--- src/rtl/lnk_speed_pkg.sv ---
package lnk_speed_pkg;

    localparam logic [3:0] SPD_CAP_G1 = 4'd1;
    localparam logic [3:0] SPD_CAP_G2 = 4'd2;

    typedef enum logic [2:0] {
        ST_IDLE     = 3'd0,
        ST_ARM      = 3'd1,
        ST_ENABLE   = 3'd2,
        ST_WAIT_UP1 = 3'd3,
        ST_RAISE    = 3'd4,
        ST_WAIT_CHG = 3'd5,
        ST_WAIT_UP2 = 3'd6
    } seq_st_e;

    typedef struct packed {
        seq_st_e    st;
        logic [3:0] max_spd;
        logic       train_en;
        logic       req;
        logic       busy;
        logic       done;
        logic       fail;
        logic [3:0] gen;
    } seq_regs_t;

endpackage

--- src/rtl/lss_interval.sv ---
module lss_interval #(
    parameter int TICK_CYC = 25000
) (
    input  logic clk,
    input  logic rst_n,
    input  logic run_i,
    output logic tick_o
);
    localparam int TW = (TICK_CYC > 2) ? $clog2(TICK_CYC) : 1;
    localparam logic [TW-1:0] LAST = TW'(TICK_CYC - 1);

    logic [TW-1:0] cnt_d, cnt_q;

    always_comb begin
        tick_o = run_i && (cnt_q == LAST);
        if (!run_i || tick_o) cnt_d = '0;
        else                  cnt_d = cnt_q + 1'b1;
    end

    always_ff @(posedge clk or negedge rst_n) begin
        if (!rst_n) cnt_q <= '0;
        else        cnt_q <= cnt_d;
    end

    AST_TICK_SPACED: assert property (@(posedge clk) disable iff (!rst_n)
        tick_o |=> !tick_o);

endmodule

--- src/rtl/lss_budget.sv ---
module lss_budget #(
    parameter int MAX_POLLS = 200
) (
    input  logic clk,
    input  logic rst_n,
    input  logic clr_i,
    input  logic inc_i,
    output logic last_o
);
    localparam int PW = (MAX_POLLS > 2) ? $clog2(MAX_POLLS) : 1;
    localparam logic [PW-1:0] LASTV = PW'(MAX_POLLS - 1);

    logic [PW-1:0] cnt_d, cnt_q;

    always_comb begin
        last_o = (cnt_q == LASTV);
        if (clr_i)                 cnt_d = '0;
        else if (inc_i && !last_o) cnt_d = cnt_q + 1'b1;
        else                       cnt_d = cnt_q;
    end

    always_ff @(posedge clk or negedge rst_n) begin
        if (!rst_n) cnt_q <= '0;
        else        cnt_q <= cnt_d;
    end

    AST_BUDGET_RANGE: assert property (@(posedge clk) disable iff (!rst_n)
        cnt_q <= LASTV);

endmodule

--- src/rtl/lnk_speed_seq.sv ---
module lnk_speed_seq
    import lnk_speed_pkg::*;
#(
    parameter int TICK_CYC  = 25000,
    parameter int MAX_POLLS = 200
) (
    input  logic       clk,
    input  logic       rst_n,
    input  logic       start_i,
    input  logic       link_up_i,
    input  logic       spd_chg_busy_i,
    input  logic [3:0] gen_field_i,
    output logic [3:0] max_spd_o,
    output logic       train_en_o,
    output logic       spd_chg_req_o,
    output logic       busy_o,
    output logic       done_o,
    output logic       fail_o,
    output logic [3:0] gen_o
);
    seq_regs_t r_d, r_q;

    logic in_wait, poll, cond, hit, miss, last, bud_clr, bud_inc;

    lss_interval #(.TICK_CYC(TICK_CYC)) u_tick (
        .clk(clk), .rst_n(rst_n), .run_i(in_wait), .tick_o(poll)
    );

    lss_budget #(.MAX_POLLS(MAX_POLLS)) u_budget (
        .clk(clk), .rst_n(rst_n), .clr_i(bud_clr), .inc_i(bud_inc), .last_o(last)
    );

    always_comb begin
        in_wait = (r_q.st == ST_WAIT_UP1) || (r_q.st == ST_WAIT_CHG) ||
                  (r_q.st == ST_WAIT_UP2);
        case (r_q.st)
            ST_WAIT_CHG: cond = !spd_chg_busy_i;
            default:     cond = link_up_i;
        endcase
        hit     = poll && cond;
        miss    = poll && !cond;
        bud_clr = !in_wait || hit || start_i;
        bud_inc = miss && !start_i;

        r_d     = r_q;
        r_d.req = 1'b0;
        if (start_i) begin
            r_d.st       = ST_ARM;
            r_d.train_en = 1'b0;
            r_d.busy     = 1'b1;
            r_d.done     = 1'b0;
            r_d.fail     = 1'b0;
            r_d.gen      = 4'd0;
        end else begin
            case (r_q.st)
                ST_ARM: begin
                    r_d.max_spd = SPD_CAP_G1;
                    r_d.st      = ST_ENABLE;
                end
                ST_ENABLE: begin
                    r_d.train_en = 1'b1;
                    r_d.st       = ST_WAIT_UP1;
                end
                ST_RAISE: begin
                    r_d.req = 1'b1;
                    r_d.st  = ST_WAIT_CHG;
                end
                ST_WAIT_UP1, ST_WAIT_CHG, ST_WAIT_UP2: begin
                    if (hit) begin
                        if (r_q.st == ST_WAIT_UP1) begin
                            r_d.max_spd = SPD_CAP_G2;
                            r_d.st      = ST_RAISE;
                        end else if (r_q.st == ST_WAIT_CHG) begin
                            r_d.st = ST_WAIT_UP2;
                        end else begin
                            r_d.done = 1'b1;
                            r_d.busy = 1'b0;
                            r_d.gen  = gen_field_i;
                            r_d.st   = ST_IDLE;
                        end
                    end else if (miss && last) begin
                        r_d.fail = 1'b1;
                        r_d.busy = 1'b0;
                        r_d.st   = ST_IDLE;
                    end
                end
                default: r_d.st = ST_IDLE;
            endcase
        end
    end

    always_ff @(posedge clk or negedge rst_n) begin
        if (!rst_n) begin
            r_q         <= '0;
            r_q.st      <= ST_IDLE;
            r_q.max_spd <= SPD_CAP_G1;
        end else begin
            r_q <= r_d;
        end
    end

    assign max_spd_o     = r_q.max_spd;
    assign train_en_o    = r_q.train_en;
    assign spd_chg_req_o = r_q.req;
    assign busy_o        = r_q.busy;
    assign done_o        = r_q.done;
    assign fail_o        = r_q.fail;
    assign gen_o         = r_q.gen;

    AST_REQ_ONE_CYCLE: assert property (@(posedge clk) disable iff (!rst_n)
        spd_chg_req_o |=> !spd_chg_req_o);
    AST_REQ_AT_GEN2: assert property (@(posedge clk) disable iff (!rst_n)
        spd_chg_req_o |-> (max_spd_o == SPD_CAP_G2));
    AST_TRAIN_AT_GEN1: assert property (@(posedge clk) disable iff (!rst_n)
        $rose(train_en_o) |-> (max_spd_o == SPD_CAP_G1));
    AST_STATUS_EXCL: assert property (@(posedge clk) disable iff (!rst_n)
        $countones({busy_o, done_o, fail_o}) <= 1);
    AST_DONE_STICKY: assert property (@(posedge clk) disable iff (!rst_n)
        (done_o && !start_i) |=> done_o);
    AST_FAIL_STICKY: assert property (@(posedge clk) disable iff (!rst_n)
        (fail_o && !start_i) |=> fail_o);

endmodule

--- config.mk ---
export PLATFORM = sky130hd
export DESIGN_NAME = lnk_speed_seq
export DESIGN_NICKNAME = d
export VERILOG_FILES = /design/src/rtl/lnk_speed_pkg.sv /design/src/rtl/lss_interval.sv /design/src/rtl/lss_budget.sv /design/src/rtl/lnk_speed_seq.sv
export SDC_FILE = /design/constraint.sdc
export NUM_CORES = 1
export LEC_CHECK = 0
export BUFFER_PORTS_ARGS = -buffer_cell sky130_fd_sc_hd__buf_2
export CAP_MARGIN = 0
export CORE_ASPECT_RATIO = 1.2
export CORE_MARGIN = 2
export CORE_UTILIZATION = 58
export CTS_CLUSTER_DIAMETER = 200
export DETAILED_ROUTE_END_ITERATION = 12
export GPL_TIMING_DRIVEN = 1
export PLACE_DENSITY = 0.88
export REMOVE_ABC_BUFFERS = 1
export SETUP_SLACK_MARGIN = 0.1
export SYNTH_ARGS = -nofsm -noshare
export SYNTH_HDL_FRONTEND = slang
export SYNTH_SLANG_ARGS = --single-unit
export TNS_END_PERCENT = 10
--- constraint.sdc ---
create_clock -name clk -period 2.2 [get_ports clk]
set_input_delay 0.44 -clock clk [delete_from_list [all_inputs] [get_ports clk]]
set_output_delay 0.44 -clock clk [all_outputs]
set_load 0.01 [all_outputs]
* Word-level counts from Yosys, hierarchy flattened
Cells that the tools add are included.
** Storage, ports and cells
- Latch bits :: 0
- Memory bits (writable) :: 0
- Bits in read-only memories :: 0
- Flip-flop bits (word level) :: 39
- Output and inout port bits :: 13
- Logic and storage cells :: 86
- Memories :: 0
- Input bits :: 9
** Cells by class
- Divide/modulo/power cells :: 0
- Multipliers :: 0
- Reduce and logical (&&, ||, !) cells :: 28
- $add $sub $neg :: 2
- Mux-type cells :: 29
- Magnitude comparators :: 0
- Equality and inequality tests :: 16
- Bitwise operators :: 1
- Shifts and indexed selects :: 0
** Operators with widths (count)
- $mux 4 :: 5
- $mux 8 :: 2
- $add 15x1->15 const B :: 1
- $eq 15x15->1 const B :: 1
- $mux 15 :: 1
- $mux 3 :: 5
- $mux 7 :: 2
- $pmux 3 s4 :: 1
- $reduce_and 4->1 :: 3
- $reduce_bool 2->1 :: 6
- $mux 1 :: 10
- $ne 2x2->1 const B :: 5
- $eq 3x3->1 const B :: 3
- $add 8x1->8 const B :: 1
- $eq 8x8->1 const B :: 1
- $pmux 4 s2 :: 1
- $eq 3x2->1 const B :: 2
- $logic_and 1x1->1 :: 6
- $ne 3x3->1 const B :: 2
- $logic_not 1->1 :: 5
- $logic_or 1x1->1 :: 5
- $mux 2 :: 2
- $ne 4x4->1 const B :: 1
- $eq 3x1->1 const B :: 1
- 4 further kinds :: 4

* Depth between registers and ports, before layout
Gate-level depths: netlist of the first run.
- Depth in word-level cells :: 10
- Gate-level depth with buffers :: 7
- Depth with buffers taken out :: 5

* Modules after synthesis
A second synthesis of the first run with hierarchy kept.
** Unflattened totals
- Cell total of the unflattened synthesis :: 211
- Area total of the unflattened synthesis :: 2040.7 µm²
** Modules (own cells, without submodules)
- lnk_speed_seq :: area each 818.3 µm², sequential area each 351.6 µm², times used 1, cells an instance 88
- lss_interval :: area each 780.7 µm², sequential area each 375.4 µm², times used 1, cells an instance 77
- lss_budget :: area each 441.7 µm², sequential area each 200.2 µm², times used 1, cells an instance 46

* Least setup slack after synthesis of the first run
No wires, ideal clock.
- Kind :: register -> register
- From :: reg u_tick.cnt_q[0]
- To :: reg u_budget.cnt_q[4]
- Buffers on the path :: 2
- Path slack :: 374 ps
- Arrival time :: 1747 ps
- Required time :: 2122 ps
- Library setup time :: 78 ps
- Cell stages (with the launch flop) :: 8
- Clock period less this slack :: 1826 ps
- Path through :: dfrtp_1 -> ha_1 -> buf_4 -> and4bb_2 -> nand4_4 -> buf_6 -> or4_1 -> a21oi_1
** On the way
- Cells in the longest elaborated chain, start to end :: 6
- Elaborated cells on any way between the ends :: 10
- Those cells by class :: 1 x eq/ne; 1 x mux; 8 x reduce/logical
** RTL lines
- from (decl) :: line lss_interval.sv:12 : logic [TW-1:0] cnt_d, cnt_q;
- from (signal assigned) :: line lss_interval.sv:22 : else cnt_q <= cnt_d;
- $eq 15x15->1 * :: line lss_interval.sv:15 : tick_o = run_i && (cnt_q == LAST);
- $logic_and 1x1->1 * :: line lss_interval.sv:15
- $logic_and 1x1->1, on equally long branches :: line lnk_speed_seq.sv:40, lnk_speed_seq.sv:41
- $logic_or 1x1->1 / $logic_and 1x1->1 (equally long branches) :: line lnk_speed_seq.sv:42, lnk_speed_seq.sv:43
- $logic_or 1x1->1 / $logic_and 1x1->1 (equally long branches) :: line lnk_speed_seq.sv:42, lss_budget.sv:18
- $mux 8 / $reduce_bool 2->1 (equally long branches)
- to (signal assigned) :: line lss_budget.sv:24 : else cnt_q <= cnt_d;
- to (decl) :: line lss_budget.sv:13 : logic [PW-1:0] cnt_d, cnt_q;
Every way passes the cells marked *; elsewhere a longest branch is shown, timed or not.
A chain may end at the register's enable or synchronous reset.

* Worst setup path in the final report of the first run
- From :: reg u_tick.cnt_q[0]
- To :: reg r_q[15] (netlist name)
** On the way
- Cells in the longest elaborated chain, start to end :: 6
- Elaborated cells on any way between the ends :: 9
- Those cells by class :: 2 x eq/ne; 3 x mux; 4 x reduce/logical
** RTL lines
- $eq 15x15->1 * :: line lss_interval.sv:15
- $logic_and 1x1->1 * :: line lss_interval.sv:15
- $logic_and 1x1->1 :: line lnk_speed_seq.sv:40 : hit = poll && cond;
- $mux 3 :: line lnk_speed_seq.sv:69 : if (hit) begin
- $pmux 3 s4 :: line lnk_speed_seq.sv:55 : case (r_q.st)
- $mux 3 :: line lnk_speed_seq.sv:47 : if (start_i) begin
- to (signal assigned) :: line lnk_speed_seq.sv:98 : r_q <= r_d;
- to (decl) :: line lnk_speed_seq.sv:21 : seq_regs_t r_d, r_q;
Marks and branches as above.

==> results of run 1 <==
==> worst max-delay path: stages, from the launching register on <==
cell,delay [ns]
dfrtp_1,0.41
ha_2,0.30
and4bb_2,0.28
nand4_2,0.28
a21oi_1,0.42
o311ai_0,0.17
==> placed cells by master (no fill, tap or decap), drive strengths merged, types with 3 or more instances in the layout <==
cell / Yosys / final
buf: 19 / 24
clkbuf: 4 / 8
and4bb: 4 / 4
nand4: 10 / 10
xnor2: 7 / 7
o31ai: 7 / 7
mux2i: 6 / 6
nor4: 5 / 5
o21ai: 3 / 3
nand3: 13 / 13
nor2: 25 / 25
and4: 3 / 3
o2111ai: 7 / 7
xor2: 7 / 7
or4: 3 / 3
inv: 4 / 4
nand2: 9 / 9
a21oi: 17 / 17
o211ai: 4 / 4
a31oi: 3 / 3
nor3: 5 / 5
dfrtp: 36 / 36
and3: 5 / 5
==> area by class of cell <==
| cell class | instances | area, µm² | share of cell area (%) |
|---|---|---|---|
| Tap cell | 52 | 65.1 | 2.77 |
| Multi-Input combinational cell | 166 | 1120 | 47.7 |
| Inverter | 4 | 15.0 | 0.638 |
| Timing Repair Buffer | 24 | 133 | 5.64 |
| Clock buffer | 8 | 90.1 | 3.83 |
| Sequential cell | 37 | 927 | 39.4 |
==> power by group through the flow <==
stage	Sequential [mW]	Clock [mW]	Combinational [mW]
5_1_grt	0.760	0.535	0.277
3_3_place_gp	0.764	0	0.236
3_5_place_dp	0.766	0	0.243
6_report	0.755	0.484	0.247
4_1_cts	0.753	0.493	0.245
2_1_floorplan	0.755	0	0.151
==> synth_stat cells (2+ instances only) <==
cell type / n / area share (%)
nor2_1: 25 / 4.3
nor4_1: 5 / 1.4
a31oi_1: 3 / 0.86
ha_1: 2 / 1.1
and4bb_2: 4 / 2.3
buf_6: 2 / 1.0
xor2_1: 7 / 2.8
nor3b_1: 2 / 0.69
o2111ai_1: 7 / 2.8
nand3b_1: 2 / 0.69
nand4_1: 8 / 2.3
inv_1: 4 / 0.69
nand3_1: 13 / 3.0
clkbuf_1: 4 / 0.69
mux2i_1: 6 / 2.7
o31ai_1: 7 / 2.4
and4_1: 2 / 0.80
xnor2_1: 7 / 2.8
or4_1: 3 / 1.0
o21ai_0: 3 / 0.69
dfrtp_1: 36 / 41
o211ai_1: 4 / 1.4
or3_1: 2 / 0.57
nor3_1: 4 / 0.91
buf_4: 9 / 3.1
a21oi_1: 17 / 3.9
buf_2: 8 / 1.8
and3_1: 5 / 1.4
nand2_1: 9 / 1.5
==> per-stage QoR <==
stage               std cells  utilization (%)  hold slack (ns)  power (mW)  setup slack (ns)
floorplan                 207                -            0.144       0.907             0.305
global placement          283             61.8            0.455        1.00             0.273
detailed placement        283             61.8            0.458        1.01             0.161
CTS                       291             64.3            0.266        1.49             0.158
global route              291             64.7            0.304        1.57            0.0771
finish                    291             64.7            0.241        1.49             0.195
==> metal layers <==
layer  routed length (µm)  share of wire (%)  track usage [%]  vias up
met3                  205                4.5             6.50       10
met2                 2310                 51             40.2       58
met5                    0                  0                0        -
li1                     -                  -                -      859
met1                 1930                 42             28.9      863
met4                   96                2.1             10.1        0
==> cell families after synthesis <==
logic type | count (synthesis)
AO/OA/AOI/OAI | 46
flip-flops | 37
buffers and inverters | 27
other | 1
adder cells (fa/ha/maj) | 2
AND/OR/NAND/NOR | 96
XOR/XNOR | 14
multiplexers | 6
==> worst min path at each step <==
stage,endpoint,cells past startpoint,start
5_1_grt,gen_o[0],1,rst_n
4_1_cts,gen_o[0],1,rst_n
6_report,train_en_o,1,rst_n
3_3_place_gp,max_spd_o[1],2,max_spd_o[1]
2_1_floorplan,busy_o,0,rst_n
3_5_place_dp,max_spd_o[1],2,max_spd_o[1]
==> timing repair <==
action | in CTS | in global routing
setup endpoints to repair | 0 | 21
gates resized for setup | 0 | 3
buffers inserted | 0 | 0
hold buffers | 0 | 0
==> sequential cells by signal (all words and copies together), names as in the netlist <==
name	flops
gen_o	4
r_q	3
u_budget.cnt_q	8
spd_chg_req_o	1
max_spd_o	2
fail_o	1
busy_o	1
train_en_o	1
done_o	1
u_tick.cnt_q	15
==> results.py, run 1 <==
metrics = {
    "timing": {
        "fin_skew_ns": 0.00598,
        "hold_violations": 0,
        "finalCritPeriodShare_pct": 91.1,
        "final-setup-viol-count": 0,
        "slew_headroom_pct": 46.0,
        "final_max_slew_viol_count": 0,
        "period_minus_slack_ns": 2.01,
        "tns_ns": 0,
        "max_freq_ghz": 0.499,
        "rsz0062_at_grt": "yes",
        "tightestPinTransition_ns": 0.810,
    },
    "clock_tree": {
        "clk_latency_ns": 0.29,
        "cts.clk_slew.worst_paths_ns": 0.07,
        "h-tree-depth": 2,
        "numCtsBuffers": 5,
        "cts_buffer_depth": 2,
        "tritoncts": "yes",
        "clock_sinks": 37,
        "root_buffer": "clkbuf_8",
    },
    "route": {
        "viasPerCell": 6.15,
        "drc_errors": 0,
        "antenna_left": 0,
        "wirelength_mm": 4.54,
        "first_iter_violations": 102,
        "vias": 1790,
        "routedWlPerCell_um": 15.6,
        "drt_pass1_iterations": 4,
    },
    "cells_and_area": {
        "fillers": 295,
        "drive_gt1_share_pct": 19.2,
        "syn_to_final_growth_pct": 7.37,
        "final_cell_area_um2": 2350,
        "diodes": 0,
        "final_nets": 249,
    },
    "die": {
        "die_area_um2": 4290,
        "start_util_pct": 60.3,
        "coreArea_um2": 3630,
        "fp-row-count": 24,
        "fp.dieW_um": 60.1,
        "ios": 22,
        "dieHeight_um": 71.3,
    },
    "synth": {
        "synth_compound_area_share_pct": 13.9,
        "synthCells": 229,
        "post_synth_and_or_nand_nor_area_fraction_pct": 26.8,
        "synthXorXnorAreaFrac_pct": 5.60,
        "synth_area_um2": 2190,
        "async_reset_ff_share_pct": 100,
        "synth_top_family_by_area": "simple AND/OR/NAND/NOR gates",
        "synthAdderAreaFrac_pct": 1.14,
        "syn_avg_cell_area_um2": 9.57,
        "ys_types": 48,
        "synth_ff_type": "dfrtp_1",
        "synthMuxAreaShare_pct": 2.74,
        "ys_ff_latch": 37,
        "synth-edff-count": 0,
        "seq_area_frac_synth_pct": 42.3,
        "yosysWarnings": 0,
    },
    "placed_design": {
        "hpwl_mm": 3.10,
        "io_buffer_count": 19,
        "postPlaceCellArea_um2": 2250,
        "finalWeightedCongestion": 0.896,
    },
    "pwr": {
        "p_sw_share_pct": 29.4,
        "p_leak_nw": 0.969,
        "power_frac_seq_pct": 50.8,
        "p_clk_share_pct": 32.6,
        "ir_worst_vdd_uv": 305,
        "power_frac_comb_pct": 16.6,
        "p_per_area_nw_per_um2": 632,
        "intPower_mw": 1.05,
        "p_switching_mw": 0.437,
    },
    "critical_path": {
        "startpoint_type": "flip-flop",
        "critical_path.max_fanout": 10,
        "timing.rr.end": "r_q[15]",
        "rr_worst_depth": 5,
        "cp_data_required_time_ns": 2.34,
        "r2r-start": "u_tick.cnt_q[0]",
        "crit_start": "u_tick.cnt_q[0]",
        "end_kind": "flip-flop",
        "crit_arrival_ns": 2.15,
        "crit_path_end": "r_q[15]",
        "critPathKind": "reg -> reg",
        "reg2reg_slack_ns": 0.19,
    },
    "global_routing": {
        "gr-total-overflow": 0,
        "grt_usage_pct": 24.2,
        "grt_pass1_wl_mm": 7.78,
        "antenna_found_initial": 0,
        "grt_max_degree": 38,
        "grt_pass1_vias": 1728,
    },
    "run": {
        "drv_cap": 0,
    },
    "outcome": {
        "outcome": "completed",
    },
    "min_path": {
        "min_path_type": "in -> async",
    },
}
(Power assumes the default switching activity.)
==> run 2, diff against run 1 <==
--- a/config.mk
+++ b/config.mk
@@ -13,7 +13,7 @@
 export CTS_CLUSTER_DIAMETER = 200
 export DETAILED_ROUTE_END_ITERATION = 12
 export GPL_TIMING_DRIVEN = 1
-export PLACE_DENSITY = 0.88
+export PLACE_DENSITY = 0.79
 export REMOVE_ABC_BUFFERS = 1
 export SETUP_SLACK_MARGIN = 0.1
 export SYNTH_ARGS = -nofsm -noshare
==> run 2 against run 1 <==
Flip-flop and latch count stayed put; combinational power is essentially flat; setup slack improved by 0.10 ns; power decreased by 2.6%; die area unchanged; worst hold slack improved by 0.0011 ns; critical endpoint is now u_budget.cnt_q[6]; highest routed layer unchanged.
==> results.py, run 2 (synthesis gave the netlist of run 1 again) <==
metrics = {
    "cells_and_area": {
        "fillers": 300,
        "final_common_cell": "dfrtp_1",
        "diodes": 0,
        "final_util_pct": 64.3,
        "multi_input_area_um2": 1110,
        "top_register": "u_tick.cnt_q",
        "final_cell_count_no_fill": 292,
        "largest_register_ffs": 15,
        "layout_common_cells": "dfrtp_1 (36), nor2_1 (25), buf_2 (19)",
        "seq_area_um2": 927,
        "syn_to_final_growth_pct": 6.62,
        "drive_gt1_share_pct": 18.3,
        "final_nets": 250,
    },
    "timing": {
        "period_minus_slack_ns": 1.90,
        "layout_setup_ws_ns": 0.297,
        "slew_headroom_pct": 45.8,
        "final_max_slew_viol_count": 0,
        "hold_violations": 0,
        "tns_ns": 0,
        "fin_skew_ns": 0.00312,
        "finalCritPeriodShare_pct": 86.5,
        "final-setup-viol-count": 0,
        "rsz0062_at_grt": "no",
        "tightestPinTransition_ns": 0.814,
        "max_freq_ghz": 0.525,
    },
    "route": {
        "vias": 1785,
        "antenna_left": 0,
        "first_iter_violations": 67,
        "routedWlPerCell_um": 15.2,
        "viasPerCell": 6.11,
        "wirelength_mm": 4.44,
        "drt_pass1_iterations": 4,
        "drc_errors": 0,
    },
    "critical_path": {
        "critical_path.max_fanout": 9,
        "max_stage_delay_ns": 0.42,
        "crit_path_cell_trace": "ha_1, and4bb_2, nand4_2, nor4_1, mux2i_1",
        "end_kind": "flip-flop",
        "cp_data_required_time_ns": 2.41,
        "crit_arrival_ns": 2.11,
        "crit_slowest_cell": "dfrtp_1",
        "startpoint_type": "flip-flop",
        "critPathKind": "reg -> reg",
    },
    "clock_tree": {
        "numCtsBuffers": 5,
        "ctsHoldBuffers": 0,
        "cts_setup_buffers": 0,
        "clk_latency_ns": 0.29,
        "cts.clk_slew.worst_paths_ns": 0.07,
        "clock_sinks": 37,
        "tritoncts": "yes",
        "cts_resized": 0,
        "h-tree-depth": 2,
        "cts_buffer_depth": 2,
        "root_buffer": "clkbuf_8",
    },
    "global_routing": {
        "met1_usage_pct": 27.6,
        "antenna_found_initial": 0,
        "grt_max_degree": 38,
        "grt_pass1_vias": 1738,
        "grt_pass1_wl_mm": 7.60,
        "grt.busiest_layer": "met2",
        "grt_util_met3_pct": 4.87,
        "met2_usage_pct": 40.7,
        "grt_usage_pct": 23.2,
        "gr-total-overflow": 0,
    },
    "placed_design": {
        "io_buffer_count": 19,
        "finalWeightedCongestion": 0.948,
        "dp_slack_ns": 0.284,
        "hpwl_mm": 3.20,
        "dp.cells": 284,
    },
    "outcome": {
        "outcome": "completed",
    },
    "pwr": {
        "power_mw": 1.45,
        "ir_worst_vdd_uv": 440,
        "p_per_area_nw_per_um2": 620,
        "p_leak_nw": 0.974,
    },
    "min_path": {
        "min_path_type": "in -> async",
    },
    "die": {
        "coreArea_um2": 3630,
        "die_area_um2": 4290,
        "dieHeight_um": 71.3,
        "fp-row-count": 24,
        "fp.dieW_um": 60.1,
        "start_util_pct": 60.3,
        "ios": 22,
    },
    "run": {
        "drv_cap": 0,
    },
}
==> run 2: cell types whose count changed in the layout (fill, tap and decap cells not counted), sizes merged <==
cell / previous run / this run
clkinv: 0 / 1
buf: 24 / 25
clkbuf: 8 / 7
==> run 2: stage by stage <==
step,hold WS (ns),cell area (µm²)
2_1_floorplan,0.144,2050
4_1_cts,0.264,2340
5_1_grt,0.300,2340
3_3_place_gp,0.454,2250
6_report,0.242,2340
3_5_place_dp,0.481,2250
==> run 2: cell type report <==
class	instances	share of cell area (%)
tap	52	2.79
multi-input combinational	166	47.4
sequential	37	39.7
timing repair buffer	25	6.00
inverter	4	0.643
clock buffer	7	3.27
clock inverter	1	0.214
==> run 2: critical path, delay by kind of cell (launching register included) <==
kind,cells,cell delay (ns)
multiplexers,1,0.24
AND/OR/NAND/NOR,3,0.93
flip-flops,1,0.42
adder cells (fa/ha/maj),1,0.23
==> run 2: where the power goes <==
group	total, mW	internal [mW]	switching (mW)
Clock	0.449	0.222	0.227
Combinational	0.245	0.0921	0.153
Sequential	0.755	0.703	0.0522
==> run 2: final timing paths <==
check,from,slack [ns],depth (start not counted),end
worst max-delay path,u_tick.cnt_q[0],0.30,5,u_budget.cnt_q[6]
max in group asynchronous,rst_n,1.44,1,u_tick.cnt_q[3]
min in group clk,link_up_i,0.39,2,max_spd_o[0]
worst min-delay path,rst_n,0.24,1,train_en_o
worst max register to register,u_tick.cnt_q[0],0.30,5,u_budget.cnt_q[6]
worst min register to register,max_spd_o[1],0.49,2,max_spd_o[1]
==> run 2: routing by layer <==
| metal | vias up | share of wire, % |
|---|---|---|
| li1 | 862 | - |
| met1 | 884 | 46 |
| met2 | 32 | 50 |
| met3 | 7 | 2.6 |
| met4 | 0 | 1.5 |
| met5 | - | 0 |
==> run 3, diff against run 2 <==
--- a/config.mk
+++ b/config.mk
@@ -7,8 +7,8 @@
 export LEC_CHECK = 0
 export BUFFER_PORTS_ARGS = -buffer_cell sky130_fd_sc_hd__buf_2
 export CAP_MARGIN = 0
-export CORE_ASPECT_RATIO = 1.2
-export CORE_MARGIN = 2
+export CORE_ASPECT_RATIO = 1.75
+export CORE_MARGIN = 1.5
 export CORE_UTILIZATION = 58
 export CTS_CLUSTER_DIAMETER = 200
 export DETAILED_ROUTE_END_ITERATION = 12
==> run 3 against run 2 <==
First-iteration DRC count shrank 45%; non-clock buffer count grew 2; flip-flop and latch count unchanged; wire length up 5.9%; critical path depth is the same; power increased by 1.2%; clock skew rose by 0.0032 ns; global-route usage grew 2.6 points.
==> results.py, run 3 (synthesis gave the netlist of run 1 again) <==
metrics = {
    "clock_tree": {
        "clk_latency_ns": 0.29,
        "ctsHoldBuffers": 0,
        "cts_setup_buffers": 0,
        "h-tree-depth": 2,
        "clock_sinks": 37,
        "numCtsBuffers": 5,
        "cts.clk_slew.worst_paths_ns": 0.07,
        "tritoncts": "yes",
        "cts_buffer_depth": 2,
        "cts_resized": 0,
        "root_buffer": "clkbuf_8",
    },
    "timing": {
        "rsz0062_at_grt": "yes",
        "final-setup-viol-count": 0,
        "max_freq_ghz": 0.516,
        "period_minus_slack_ns": 1.94,
        "final_max_slew_viol_count": 0,
        "hold_violations": 0,
        "finalCritPeriodShare_pct": 88.2,
        "tns_ns": 0,
        "fin_skew_ns": 0.00635,
        "tightestPinTransition_ns": 0.812,
        "slew_headroom_pct": 45.8,
    },
    "route": {
        "wirelength_mm": 4.70,
        "first_iter_violations": 37,
        "vias": 1805,
        "drc_errors": 0,
        "drt_pass1_iterations": 5,
        "routedWlPerCell_um": 16.3,
        "viasPerCell": 6.27,
        "antenna_left": 0,
    },
    "die": {
        "fp.dieW_um": 49.5,
        "die_area_um2": 4170,
        "dieHeight_um": 84.3,
        "coreArea_um2": 3630,
        "fp-row-count": 29,
        "start_util_pct": 60.4,
        "ios": 22,
    },
    "cells_and_area": {
        "largest_register_ffs": 15,
        "drive_gt1_share_pct": 19.8,
        "layout_common_cells": "dfrtp_1 (36), nor2_1 (25), buf_2 (19)",
        "diodes": 0,
        "final_common_cell": "dfrtp_1",
        "final_cell_area_um2": 2350,
        "top_register": "u_tick.cnt_q",
        "syn_to_final_growth_pct": 7.14,
        "final_util_pct": 64.7,
        "final_nets": 252,
    },
    "run": {
        "drv_cap": 0,
    },
    "critical_path": {
        "cp_data_required_time_ns": 2.34,
        "r2r-start": "u_tick.cnt_q[0]",
        "crit_start": "u_tick.cnt_q[0]",
        "critical_path.max_fanout": 12,
        "crit_arrival_ns": 2.08,
        "rr_worst_depth": 5,
        "critPathKind": "reg -> reg",
        "startpoint_type": "flip-flop",
        "end_kind": "flip-flop",
    },
    "min_path": {
        "min_path_type": "in -> async",
    },
    "pwr": {
        "ir_worst_vdd_uv": 580,
        "p_per_area_nw_per_um2": 624,
        "p_leak_nw": 0.988,
        "power_mw": 1.47,
    },
    "outcome": {
        "outcome": "completed",
    },
    "global_routing": {
        "grt_usage_pct": 25.8,
        "antenna_found_initial": 0,
        "gr-total-overflow": 0,
        "grt_pass1_wl_mm": 8.40,
        "grt_max_degree": 38,
        "grt_pass1_vias": 1799,
    },
    "placed_design": {
        "finalWeightedCongestion": 0.880,
        "hpwl_mm": 3.38,
        "postPlaceCellArea_um2": 2260,
        "io_buffer_count": 19,
    },
}
==> run 3: per-layer routing <==
metal / vias to the layer above / wire (µm) / GRT usage [%]
met5: - / 0 / 0
met4: 0 / 116 / 11.9
met1: 890 / 1880 / 31.4
met2: 44 / 2580 / 44.6
met3: 12 / 123 / 3.38
li1: 859 / - / -
==> run 3: critical path, stage by stage (launching register included) <==
cell	delay [ns]
dfrtp_1	0.40
ha_1	0.25
and4bb_2	0.27
nand4_2	0.28
a21oi_1	0.43
o311ai_0	0.17
==> run 3: cell type report <==
| cell class | count | area [µm²] |
|---|---|---|
| clock inverters | 2 | 10.0 |
| clock buffers | 6 | 72.6 |
| inverters | 4 | 15.0 |
| fillers | 309 | 1280 |
| repair buffers | 27 | 155 |
| flip-flops and latches | 37 | 927 |
| well taps | 46 | 57.6 |
| multi-input cells | 166 | 1110 |
==> run 3: path summary, 6_finish.rpt <==
kind / endpoint / slack, ns
setup reg to reg: r_q[15] / 0.26
min in group clk: max_spd_o[0] / 0.39
setup / recovery: r_q[15] / 0.26
hold / removal: u_tick.cnt_q[5] / 0.23
max in group asynchronous: gen_o[2] / 1.44
hold reg to reg: train_en_o / 0.50
==> run 3: power by group <==
group,leakage [nW],switching (mW),internal [mW]
registers,0.503,0.0516,0.703
logic,0.440,0.158,0.0933
clock network,0.0450,0.240,0.220
total,0.988,0.450,1.02
==> run 3: through the flow <==
step           setup slack, ns  hold WS (ns)  instances
2_1_floorplan            0.305         0.144        207
3_5_place_dp             0.291         0.487        280
5_1_grt                 0.0911         0.312        288
6_report                 0.260         0.235        288
3_3_place_gp             0.361         0.458        280
4_1_cts                  0.282         0.268        288
